File: src/rtl/smb_ptr_pkg.sv
package smb_ptr_pkg;

  localparam int BYTE_W = 8;
  localparam int REG_W  = 2 * BYTE_W;

  typedef enum logic [2:0] {
    ST_IDLE,
    ST_ADDR,
    ST_ADDR_ACK,
    ST_WR_BYTE,
    ST_WR_ACK,
    ST_RD_BYTE,
    ST_RD_ACK
  } smb_state_e;

endpackage

File: src/rtl/smb_rst_sync.sv
module smb_rst_sync #(
  parameter int STAGES = 2
) (
  input  logic clk,
  input  logic rst_n,
  output logic rst_sn
);

  logic [STAGES-1:0] hold_q;

  always_ff @(posedge clk or negedge rst_n) begin
    if (!rst_n) begin
      hold_q <= '0;
    end else begin
      hold_q <= {hold_q[STAGES-2:0], 1'b1};
    end
  end

  assign rst_sn = hold_q[STAGES-1];

endmodule

File: src/rtl/smb_glitch_filt.sv
module smb_glitch_filt #(
  parameter int SYNC_STAGES = 2,
  parameter int FILT_LEN    = 3
) (
  input  logic clk,
  input  logic rst_sn,
  input  logic din,
  output logic dout
);

  localparam int CNT_W = $clog2(FILT_LEN + 1);

  logic [SYNC_STAGES-1:0] sync_q;
  logic [CNT_W-1:0]       cnt_q, cnt_d;
  logic                   out_q, out_d;
  logic                   differ;

  // metastability chain, idle bus level is high
  always_ff @(posedge clk or negedge rst_sn) begin
    if (!rst_sn) begin
      sync_q <= '1;
    end else begin
      sync_q <= {sync_q[SYNC_STAGES-2:0], din};
    end
  end

  assign differ = sync_q[SYNC_STAGES-1] != out_q;

  // output follows only after FILT_LEN consecutive differing samples
  always_comb begin
    out_d = out_q;
    cnt_d = '0;
    if (differ) begin
      if (cnt_q == CNT_W'(FILT_LEN - 1)) begin
        out_d = ~out_q;
      end else begin
        cnt_d = cnt_q + 1'b1;
      end
    end
  end

  always_ff @(posedge clk or negedge rst_sn) begin
    if (!rst_sn) begin
      out_q <= 1'b1;
      cnt_q <= '0;
    end else begin
      out_q <= out_d;
      cnt_q <= cnt_d;
    end
  end

  assign dout = out_q;

endmodule

File: src/rtl/smb_bus_cond.sv
module smb_bus_cond (
  input  logic clk,
  input  logic rst_sn,
  input  logic scl_f,
  input  logic sda_f,
  output logic evt_rise,
  output logic evt_fall,
  output logic evt_start,
  output logic evt_stop
);

  logic scl_q, sda_q;

  always_ff @(posedge clk or negedge rst_sn) begin
    if (!rst_sn) begin
      scl_q <= 1'b1;
      sda_q <= 1'b1;
    end else begin
      scl_q <= scl_f;
      sda_q <= sda_f;
    end
  end

  assign evt_rise  = scl_f & ~scl_q;
  assign evt_fall  = ~scl_f & scl_q;
  // data moving while the clock stays high is a bus condition
  assign evt_start = scl_f & scl_q & sda_q & ~sda_f;
  assign evt_stop  = scl_f & scl_q & ~sda_q & sda_f;

endmodule

File: src/rtl/smb_ptr_engine.sv
module smb_ptr_engine
  import smb_ptr_pkg::*;
#(
  parameter logic [6:0] DEV_ADDR = 7'h4C,
  parameter int         PTR_W    = 8
) (
  input  logic                  clk,
  input  logic                  rst_sn,
  input  logic                  sda_f,
  input  logic                  evt_rise,
  input  logic                  evt_fall,
  input  logic                  evt_start,
  input  logic                  evt_stop,
  input  logic [REG_W-1:0]      rf_rdata,
  output logic                  sda_oe,
  output logic [PTR_W-1:0]      rf_ptr,
  output logic                  rf_we,
  output logic                  rf_wsel_hi,
  output logic [BYTE_W-1:0]     rf_wdata
);

  localparam int CNT_W = $clog2(BYTE_W + 1);

  smb_state_e          state_q, state_d;
  logic [CNT_W-1:0]    cnt_q, cnt_d;
  logic [BYTE_W-1:0]   rx_q, rx_d;
  logic [BYTE_W-1:0]   tx_q, tx_d;
  logic                oe_q, oe_d;
  logic [PTR_W-1:0]    ptr_q, ptr_d;
  logic                first_q, first_d;
  logic                hi_q, hi_d;
  logic                rw_q, rw_d;
  logic                mack_q, mack_d;
  logic                we_q, we_d;
  logic                wsel_q, wsel_d;
  logic [BYTE_W-1:0]   wdata_q, wdata_d;
  logic [BYTE_W-1:0]   hi_byte, lo_byte, next_byte;
  logic                byte_done;

  assign hi_byte   = rf_rdata[REG_W-1 -: BYTE_W];
  assign lo_byte   = rf_rdata[BYTE_W-1:0];
  assign byte_done = evt_fall && (cnt_q == CNT_W'(BYTE_W));
  // after an acknowledged read byte the other half follows
  assign next_byte = hi_q ? lo_byte : hi_byte;

  always_comb begin
    state_d = state_q;
    cnt_d   = cnt_q;
    rx_d    = rx_q;
    tx_d    = tx_q;
    oe_d    = oe_q;
    ptr_d   = ptr_q;
    first_d = first_q;
    hi_d    = hi_q;
    rw_d    = rw_q;
    mack_d  = mack_q;
    we_d    = 1'b0;
    wsel_d  = wsel_q;
    wdata_d = wdata_q;

    if (evt_stop) begin
      state_d = ST_IDLE;
      oe_d    = 1'b0;
    end else if (evt_start) begin
      state_d = ST_ADDR;
      cnt_d   = '0;
      oe_d    = 1'b0;
      first_d = 1'b1;
      hi_d    = 1'b1;
    end else begin
      unique case (state_q)
        ST_IDLE: ;
        ST_ADDR, ST_WR_BYTE: begin
          if (evt_rise) begin
            rx_d  = {rx_q[BYTE_W-2:0], sda_f};
            cnt_d = cnt_q + 1'b1;
          end else if (byte_done) begin
            if (state_q == ST_ADDR) begin
              if (rx_q[BYTE_W-1:1] == DEV_ADDR) begin
                state_d = ST_ADDR_ACK;
                rw_d    = rx_q[0];
                oe_d    = 1'b1;
              end else begin
                state_d = ST_IDLE;
              end
            end else begin
              if (first_q) begin
                ptr_d   = rx_q[PTR_W-1:0];
                first_d = 1'b0;
              end else begin
                we_d    = 1'b1;
                wsel_d  = hi_q;
                wdata_d = rx_q;
                hi_d    = ~hi_q;
              end
              state_d = ST_WR_ACK;
              oe_d    = 1'b1;
            end
          end
        end
        ST_ADDR_ACK: begin
          if (evt_fall) begin
            cnt_d = '0;
            if (rw_q) begin
              state_d = ST_RD_BYTE;
              tx_d    = hi_q ? hi_byte : lo_byte;
              oe_d    = hi_q ? ~hi_byte[BYTE_W-1] : ~lo_byte[BYTE_W-1];
            end else begin
              state_d = ST_WR_BYTE;
              oe_d    = 1'b0;
            end
          end
        end
        ST_WR_ACK: begin
          if (evt_fall) begin
            state_d = ST_WR_BYTE;
            cnt_d   = '0;
            oe_d    = 1'b0;
          end
        end
        ST_RD_BYTE: begin
          if (evt_rise) begin
            cnt_d = cnt_q + 1'b1;
          end else if (byte_done) begin
            state_d = ST_RD_ACK;
            oe_d    = 1'b0;
          end else if (evt_fall) begin
            tx_d = {tx_q[BYTE_W-2:0], 1'b0};
            oe_d = ~tx_q[BYTE_W-2];
          end
        end
        ST_RD_ACK: begin
          if (evt_rise) begin
            mack_d = ~sda_f;
          end else if (evt_fall) begin
            if (mack_q) begin
              state_d = ST_RD_BYTE;
              cnt_d   = '0;
              hi_d    = ~hi_q;
              tx_d    = next_byte;
              oe_d    = ~next_byte[BYTE_W-1];
            end else begin
              state_d = ST_IDLE;
              oe_d    = 1'b0;
            end
          end
        end
        default: state_d = ST_IDLE;
      endcase
    end
  end

  always_ff @(posedge clk or negedge rst_sn) begin
    if (!rst_sn) begin
      state_q <= ST_IDLE;
      cnt_q   <= '0;
      rx_q    <= '0;
      tx_q    <= '0;
      oe_q    <= 1'b0;
      ptr_q   <= '0;
      first_q <= 1'b1;
      hi_q    <= 1'b1;
      rw_q    <= 1'b0;
      mack_q  <= 1'b0;
      we_q    <= 1'b0;
      wsel_q  <= 1'b0;
      wdata_q <= '0;
    end else begin
      state_q <= state_d;
      cnt_q   <= cnt_d;
      rx_q    <= rx_d;
      tx_q    <= tx_d;
      oe_q    <= oe_d;
      ptr_q   <= ptr_d;
      first_q <= first_d;
      hi_q    <= hi_d;
      rw_q    <= rw_d;
      mack_q  <= mack_d;
      we_q    <= we_d;
      wsel_q  <= wsel_d;
      wdata_q <= wdata_d;
    end
  end

  assign sda_oe     = oe_q;
  assign rf_ptr     = ptr_q;
  assign rf_we      = we_q;
  assign rf_wsel_hi = wsel_q;
  assign rf_wdata   = wdata_q;

endmodule

File: src/rtl/smb_ptr_slave.sv
module smb_ptr_slave
  import smb_ptr_pkg::*;
#(
  parameter logic [6:0] DEV_ADDR    = 7'h4C,
  parameter int         PTR_W       = 8,
  parameter int         SYNC_STAGES = 2,
  parameter int         FILT_LEN    = 3
) (
  input  logic              clk,
  input  logic              rst_n,
  input  logic              scl_i,
  input  logic              sda_i,
  output logic              sda_oe,
  output logic [PTR_W-1:0]  rf_ptr,
  input  logic [15:0]       rf_rdata,
  output logic              rf_we,
  output logic              rf_wsel_hi,
  output logic [7:0]        rf_wdata
);

  localparam int LINES = 2;

  logic             rst_sn;
  logic [LINES-1:0] line_raw, line_f;
  logic             evt_rise, evt_fall, evt_start, evt_stop;

  smb_rst_sync #(.STAGES(2)) u_rst (
    .clk    (clk),
    .rst_n  (rst_n),
    .rst_sn (rst_sn)
  );

  assign line_raw = {sda_i, scl_i};

  for (genvar g = 0; g < LINES; g++) begin : g_line
    smb_glitch_filt #(
      .SYNC_STAGES (SYNC_STAGES),
      .FILT_LEN    (FILT_LEN)
    ) u_filt (
      .clk    (clk),
      .rst_sn (rst_sn),
      .din    (line_raw[g]),
      .dout   (line_f[g])
    );
  end

  smb_bus_cond u_cond (
    .clk       (clk),
    .rst_sn    (rst_sn),
    .scl_f     (line_f[0]),
    .sda_f     (line_f[1]),
    .evt_rise  (evt_rise),
    .evt_fall  (evt_fall),
    .evt_start (evt_start),
    .evt_stop  (evt_stop)
  );

  smb_ptr_engine #(
    .DEV_ADDR (DEV_ADDR),
    .PTR_W    (PTR_W)
  ) u_eng (
    .clk        (clk),
    .rst_sn     (rst_sn),
    .sda_f      (line_f[1]),
    .evt_rise   (evt_rise),
    .evt_fall   (evt_fall),
    .evt_start  (evt_start),
    .evt_stop   (evt_stop),
    .rf_rdata   (rf_rdata),
    .sda_oe     (sda_oe),
    .rf_ptr     (rf_ptr),
    .rf_we      (rf_we),
    .rf_wsel_hi (rf_wsel_hi),
    .rf_wdata   (rf_wdata)
  );

endmodule

File: config.mk
export PLATFORM = sky130hd
export DESIGN_NAME = smb_ptr_slave
export DESIGN_NICKNAME = d
export VERILOG_FILES = /design/src/rtl/smb_ptr_pkg.sv /design/src/rtl/smb_rst_sync.sv /design/src/rtl/smb_glitch_filt.sv /design/src/rtl/smb_bus_cond.sv /design/src/rtl/smb_ptr_engine.sv /design/src/rtl/smb_ptr_slave.sv
export SDC_FILE = /design/constraint.sdc
export NUM_CORES = 1
export LEC_CHECK = 0
export BUFFER_PORTS_ARGS = -buffer_cell sky130_fd_sc_hd__buf_4
export CORE_MARGIN = 2
export CORE_UTILIZATION = 60
export DETAILED_ROUTE_END_ITERATION = 8
export GPL_TIMING_DRIVEN = 0
export PLACE_DENSITY = 0.82
export SYNTH_ARGS = -nofsm -noshare
export SYNTH_HDL_FRONTEND = slang
export SYNTH_HIERARCHICAL = 1
export SYNTH_SLANG_ARGS = --single-unit
File: constraint.sdc
create_clock -name clk -period 6.2 [get_ports clk]
set_clock_uncertainty 0.2 [all_clocks]
set_input_delay 1.86 -clock clk [delete_from_list [all_inputs] [get_ports clk]]
set_output_delay 1.86 -clock clk [all_outputs]
set_load 0.02 [all_outputs]
==> results summary <==
The post-layout instance count excluding filler cells is 397. The total congestion overflow is 0. The delay of the slowest cell on the worst path came out at 0.39 ns. The detail route stage leaves a number of antenna-violating nets equal to 0.

In this run the number of cells on the critical path is 1. The proportion of power drawn by the clock network came out at 25.1%. The leakage component of the power is 1.69 nW.

The site row count came out at 26. The routed wire length is 6.50 mm. The number of buffers added by the clock tree synthesis step came out at 9. The worst-case register-to-register setup slack is 3.40 ns. The layout net count came out at 344. In this run the vertical extent of the chip is 75.6 µm. Setup repair after global routing left no endpoint under its margin. The path depth of the worst reg2reg path is 5. The final hold violation count was 0. The placed wire-length estimate after detailed placement came out at 4.58 mm.

The final antenna diode count came out at 0. The first global-routing pass estimated 10.7 mm of wire. For this design the total switching power over the nets is 0.422 mW. In this run the standard cell core region covers 0.00504 mm². The register bit count reported by yosys came out at 59.

The worst setup path is captured at an output port. The startpoint identified for the worst register-to-register timing path is g_line[1].u_filt/dout. The largest fanout on the critical path is 2.

The utilization after layout came out at 72.3%. The power per cell area came out at 331 mW/mm². The critical path in this run is classified as reg2out. The net count after synthesis came out at 294.

The via count of the routed design came out at 2,306. The number of clock sinks came out at 59. The count of buffers inserted at the top-level ports came out at 38. The clock-pin slew on the worst setup and hold paths is 0.07 ns. The top-level I/O count is 39. Traced cell by cell, the critical path runs through buf_4. The H-tree was split into 3 levels. The number of enable flip-flop cells after synthesis is 0.

The number of maximum-capacitance constraint violations is 0. sky130_fd_sc_hd__dfrtp_1 takes more of the synthesized area than any other cell. The post-CTS resize count is 0. The tightest min-delay check is of the reg2async type. In this run switching power makes up 35.0% of total power. The relative slew slack came out at 54.0%. The part of the power in combinational logic came out at 30.5%. The latest clock arrival within the worst-skew pair is 0.33 ns. The DRC marker count from the first detailed-route iteration came out at 144.

Counting the fill cells in the layout gives 379. The routed length per instance came out at 16.4 µm. The critical path starts at u_eng/rf_wdata[1]. The buffer and inverter count on the worst path came out at 1. The fraction of registers with async set/reset came out at 100%.

The highest-delay cell along the critical path is sky130_fd_sc_hd__dfrtp_1. Timing would allow up to 0.341 GHz. The number of antenna violations at the first check in global routing came out at 0.

The average via count per standard cell is 5.81. The most used flip-flop cell after synthesis is sky130_fd_sc_hd__dfrtp_1. The post-synthesis cell type count came out at 59. The number of instances in the synthesized netlist is 272. Per report_power, the sequential group accounts for 44.5% of the total.

The buffer count from post-CTS setup fixing is 0. The full die area came out at 0.00572 mm². The initial standard-cell utilization of the core is 61.0%.

The worst voltage drop across the vdd grid is 0.269 mV. The actual slew at the worst max-slew pin came out at 0.691 ns. The die span in x is 75.6 µm.

The final count of negative-setup-slack endpoints is 0. Routability-driven placement finished with a final weighted congestion of 0.976. In this run the critical register-to-register path is captured at u_eng/rf_wdata[1]. On the critical path the largest part of the delay comes from flip-flops.

The post-layout minimum cycle time is 2.93 ns. The first TritonRoute pass finished after 4 iterations. Relative to the synthesized area, the layout overhead comes to 18.4%. Of the available clock period, the critical path in the final layout requires 47.3%. The required arrival time at the worst endpoint is 4.14 ns. The final max-slew violation count is 0. The cell sitting at the root of the clock tree is a sky130_fd_sc_hd__clkbuf_8.

The fraction of post-synthesis cell area in the top cell type by area came out at 39.8%. The via count of the first global-routing pass is 2,317. The total of hold buffers inserted after clock tree synthesis came out at 0. Data on the critical path arrives at its endpoint at 0.87 ns. TritonCTS built the clock tree. The critical path ends at rf_wdata[1]. The share of the Yosys chip area taken by registers is 48.4%.

The ratio of cells with drive above 1 in the final layout is 33.6%. The buffer depth of the longest clock path is 2. The worst setup path is launched from a flop. Ranked by total cell area, the synthesized netlist is headed by sky130_fd_sc_hd__dfrtp_1 (40%), sky130_fd_sc_hd__mux2_2 (11%), sky130_fd_sc_hd__dfstp_2 (8.5%), sky130_fd_sc_hd__mux2i_1 (5.9%), sky130_fd_sc_hd__nand2_1 (2.0%). The number of remaining DRC errors is 0. The average instance area after synthesis came out at 11.3 µm². The count of placed standard cells including taps is 381.

The setup total negative slack is 0 ns. The run finished with clean final reports. The count of synthesis-stage warnings from yosys is 6. The post-synthesis instance area is 0.00308 mm². Cell internal power was estimated by the tool at 0.785 mW. The total global routing track utilization came out at 25.2%. Entering global routing, the biggest net connects 38 pins.
cells in the final DEF (no fill, tap or decap), drive strengths merged, types with 2 or more instances in the layout:
| cell | netlist | layout |
|---|---|---|
| a21boi | 2 | 2 |
| a21oi | 5 | 5 |
| a22oi | 2 | 2 |
| a31oi | 2 | 2 |
| and2 | 2 | 2 |
| and3 | 2 | 2 |
| and3b | 2 | 2 |
| and4b | 2 | 2 |
| buf | 5 | 44 |
| clkbuf | 9 | 20 |
| clkinv | 0 | 3 |
| clkinvlp | 0 | 2 |
| dfrtp | 49 | 49 |
| dfstp | 10 | 10 |
| ha | 2 | 2 |
| inv | 14 | 14 |
| mux2 | 33 | 33 |
| mux2i | 18 | 18 |
| nand2 | 16 | 16 |
| nand2b | 5 | 5 |
| nand3 | 10 | 10 |
| nand3b | 3 | 3 |
| nand4 | 4 | 4 |
| nand4bb | 2 | 2 |
| nor2 | 7 | 7 |
| nor2b | 8 | 8 |
| nor3 | 7 | 7 |
| nor3b | 3 | 3 |
| nor4b | 2 | 2 |
| o211ai | 5 | 5 |
| o21ai | 11 | 11 |
| o221ai | 5 | 5 |
| o22ai | 3 | 3 |
| xnor2 | 2 | 2 |
Yosys cell counts, types with 6 or more instances:
cell	count
sky130_fd_sc_hd__mux2_2	31
sky130_fd_sc_hd__inv_1	14
sky130_fd_sc_hd__clkbuf_1	8
sky130_fd_sc_hd__nor2b_1	6
sky130_fd_sc_hd__nand3_1	9
sky130_fd_sc_hd__o21ai_0	11
sky130_fd_sc_hd__nand2_1	16
sky130_fd_sc_hd__dfstp_2	10
sky130_fd_sc_hd__mux2i_1	18
sky130_fd_sc_hd__dfrtp_1	49
sky130_fd_sc_hd__nor3_1	6
sky130_fd_sc_hd__nor2_1	7
power by group through the flow:
stage	sequential [mW]	clock, mW	combinational (mW)
finish	0.536	0.302	0.368
global placement	0.540	0	0.350
global route	0.550	0.329	0.406
detailed placement	0.542	0	0.362
CTS	0.536	0.309	0.365
floorplan	0.521	0	0.287
registers in the layout, indices dropped and copies added, names as in the netlist, 2 cells and up:
register	flops
g_line.u_filt/sync_q	4
u_eng/state_q	3
u_eng/rx_q	8
u_eng/cnt_q	4
u_eng/rf_ptr	8
u_eng/rf_wdata	8
u_rst/hold_q	2
g_line.u_filt/dout	2
u_eng/tx_q	7
g_line.u_filt/cnt_q	4
how the worst min path moves through the flow:
stage	from	end	slack, ns
after floorplan	u_rst/hold_q[0]	u_rst/hold_q[1]	0.13
after global routing	u_rst/hold_q[1]	g_line[1].u_filt/cnt_q[0]	0.08
after global placement	u_rst/hold_q[0]	u_rst/hold_q[1]	0.14
final	u_rst/hold_q[1]	u_eng/tx_q[0]	0.02
after detailed placement	u_rst/hold_q[1]	g_line[0].u_filt/cnt_q[0]	0.04
after CTS	u_rst/hold_q[1]	u_eng/tx_q[0]	0.05
metrics by stage:
stage	hold WS (ns)	setup slack [ns]	power (mW)	instance area (µm²)
after floorplan	0.131	3.43	0.808	3080
after global placement	0.144	3.21	0.891	3450
after detailed placement	0.0410	3.21	0.904	3470
after CTS	0.0459	3.24	1.21	3640
after global routing	0.0802	3.23	1.28	3640
final	0.0230	3.27	1.21	3640
layout make-up:
| cell class | count | area (µm²) | area share (%) |
|---|---|---|---|
| sequential | 59 | 1490 | 40.9 |
| timing repair buffer | 39 | 305 | 8.38 |
| clock buffer | 11 | 141 | 3.88 |
| tap | 70 | 87.6 | 2.40 |
| buffer | 14 | 57.6 | 1.58 |
| clock inverter | 5 | 30.0 | 0.824 |
| multi-input combinational | 185 | 1480 | 40.6 |
| inverter | 14 | 52.6 | 1.44 |
logic make-up (layout without fill, tap and decap cells):
logic type | count (synthesis) | count (layout) | synth area share (%)
other | 1 | 1 | 0.122
XOR/XNOR | 3 | 3 | 0.854
multiplexers | 51 | 51 | 18.2
AND/OR/NAND/NOR | 78 | 78 | 15.9
AO/OA/AOI/OAI | 50 | 50 | 12.2
buffers and inverters | 28 | 83 | 3.58
adder cells (fa/ha/maj) | 2 | 2 | 0.813
flip-flops | 59 | 59 | 48.4
routing by layer:
layer | vias to the layer above | GRT usage, % | wire (µm)
met3 | 8 | 5.29 | 315
met4 | 0 | 8.38 | 78
met5 | - | 0 | 0
met2 | 69 | 42.6 | 3180
met1 | 1127 | 32.5 | 2920
li1 | 1102 | - | -
No activity file was read; power rests on OpenSTA's default activity.
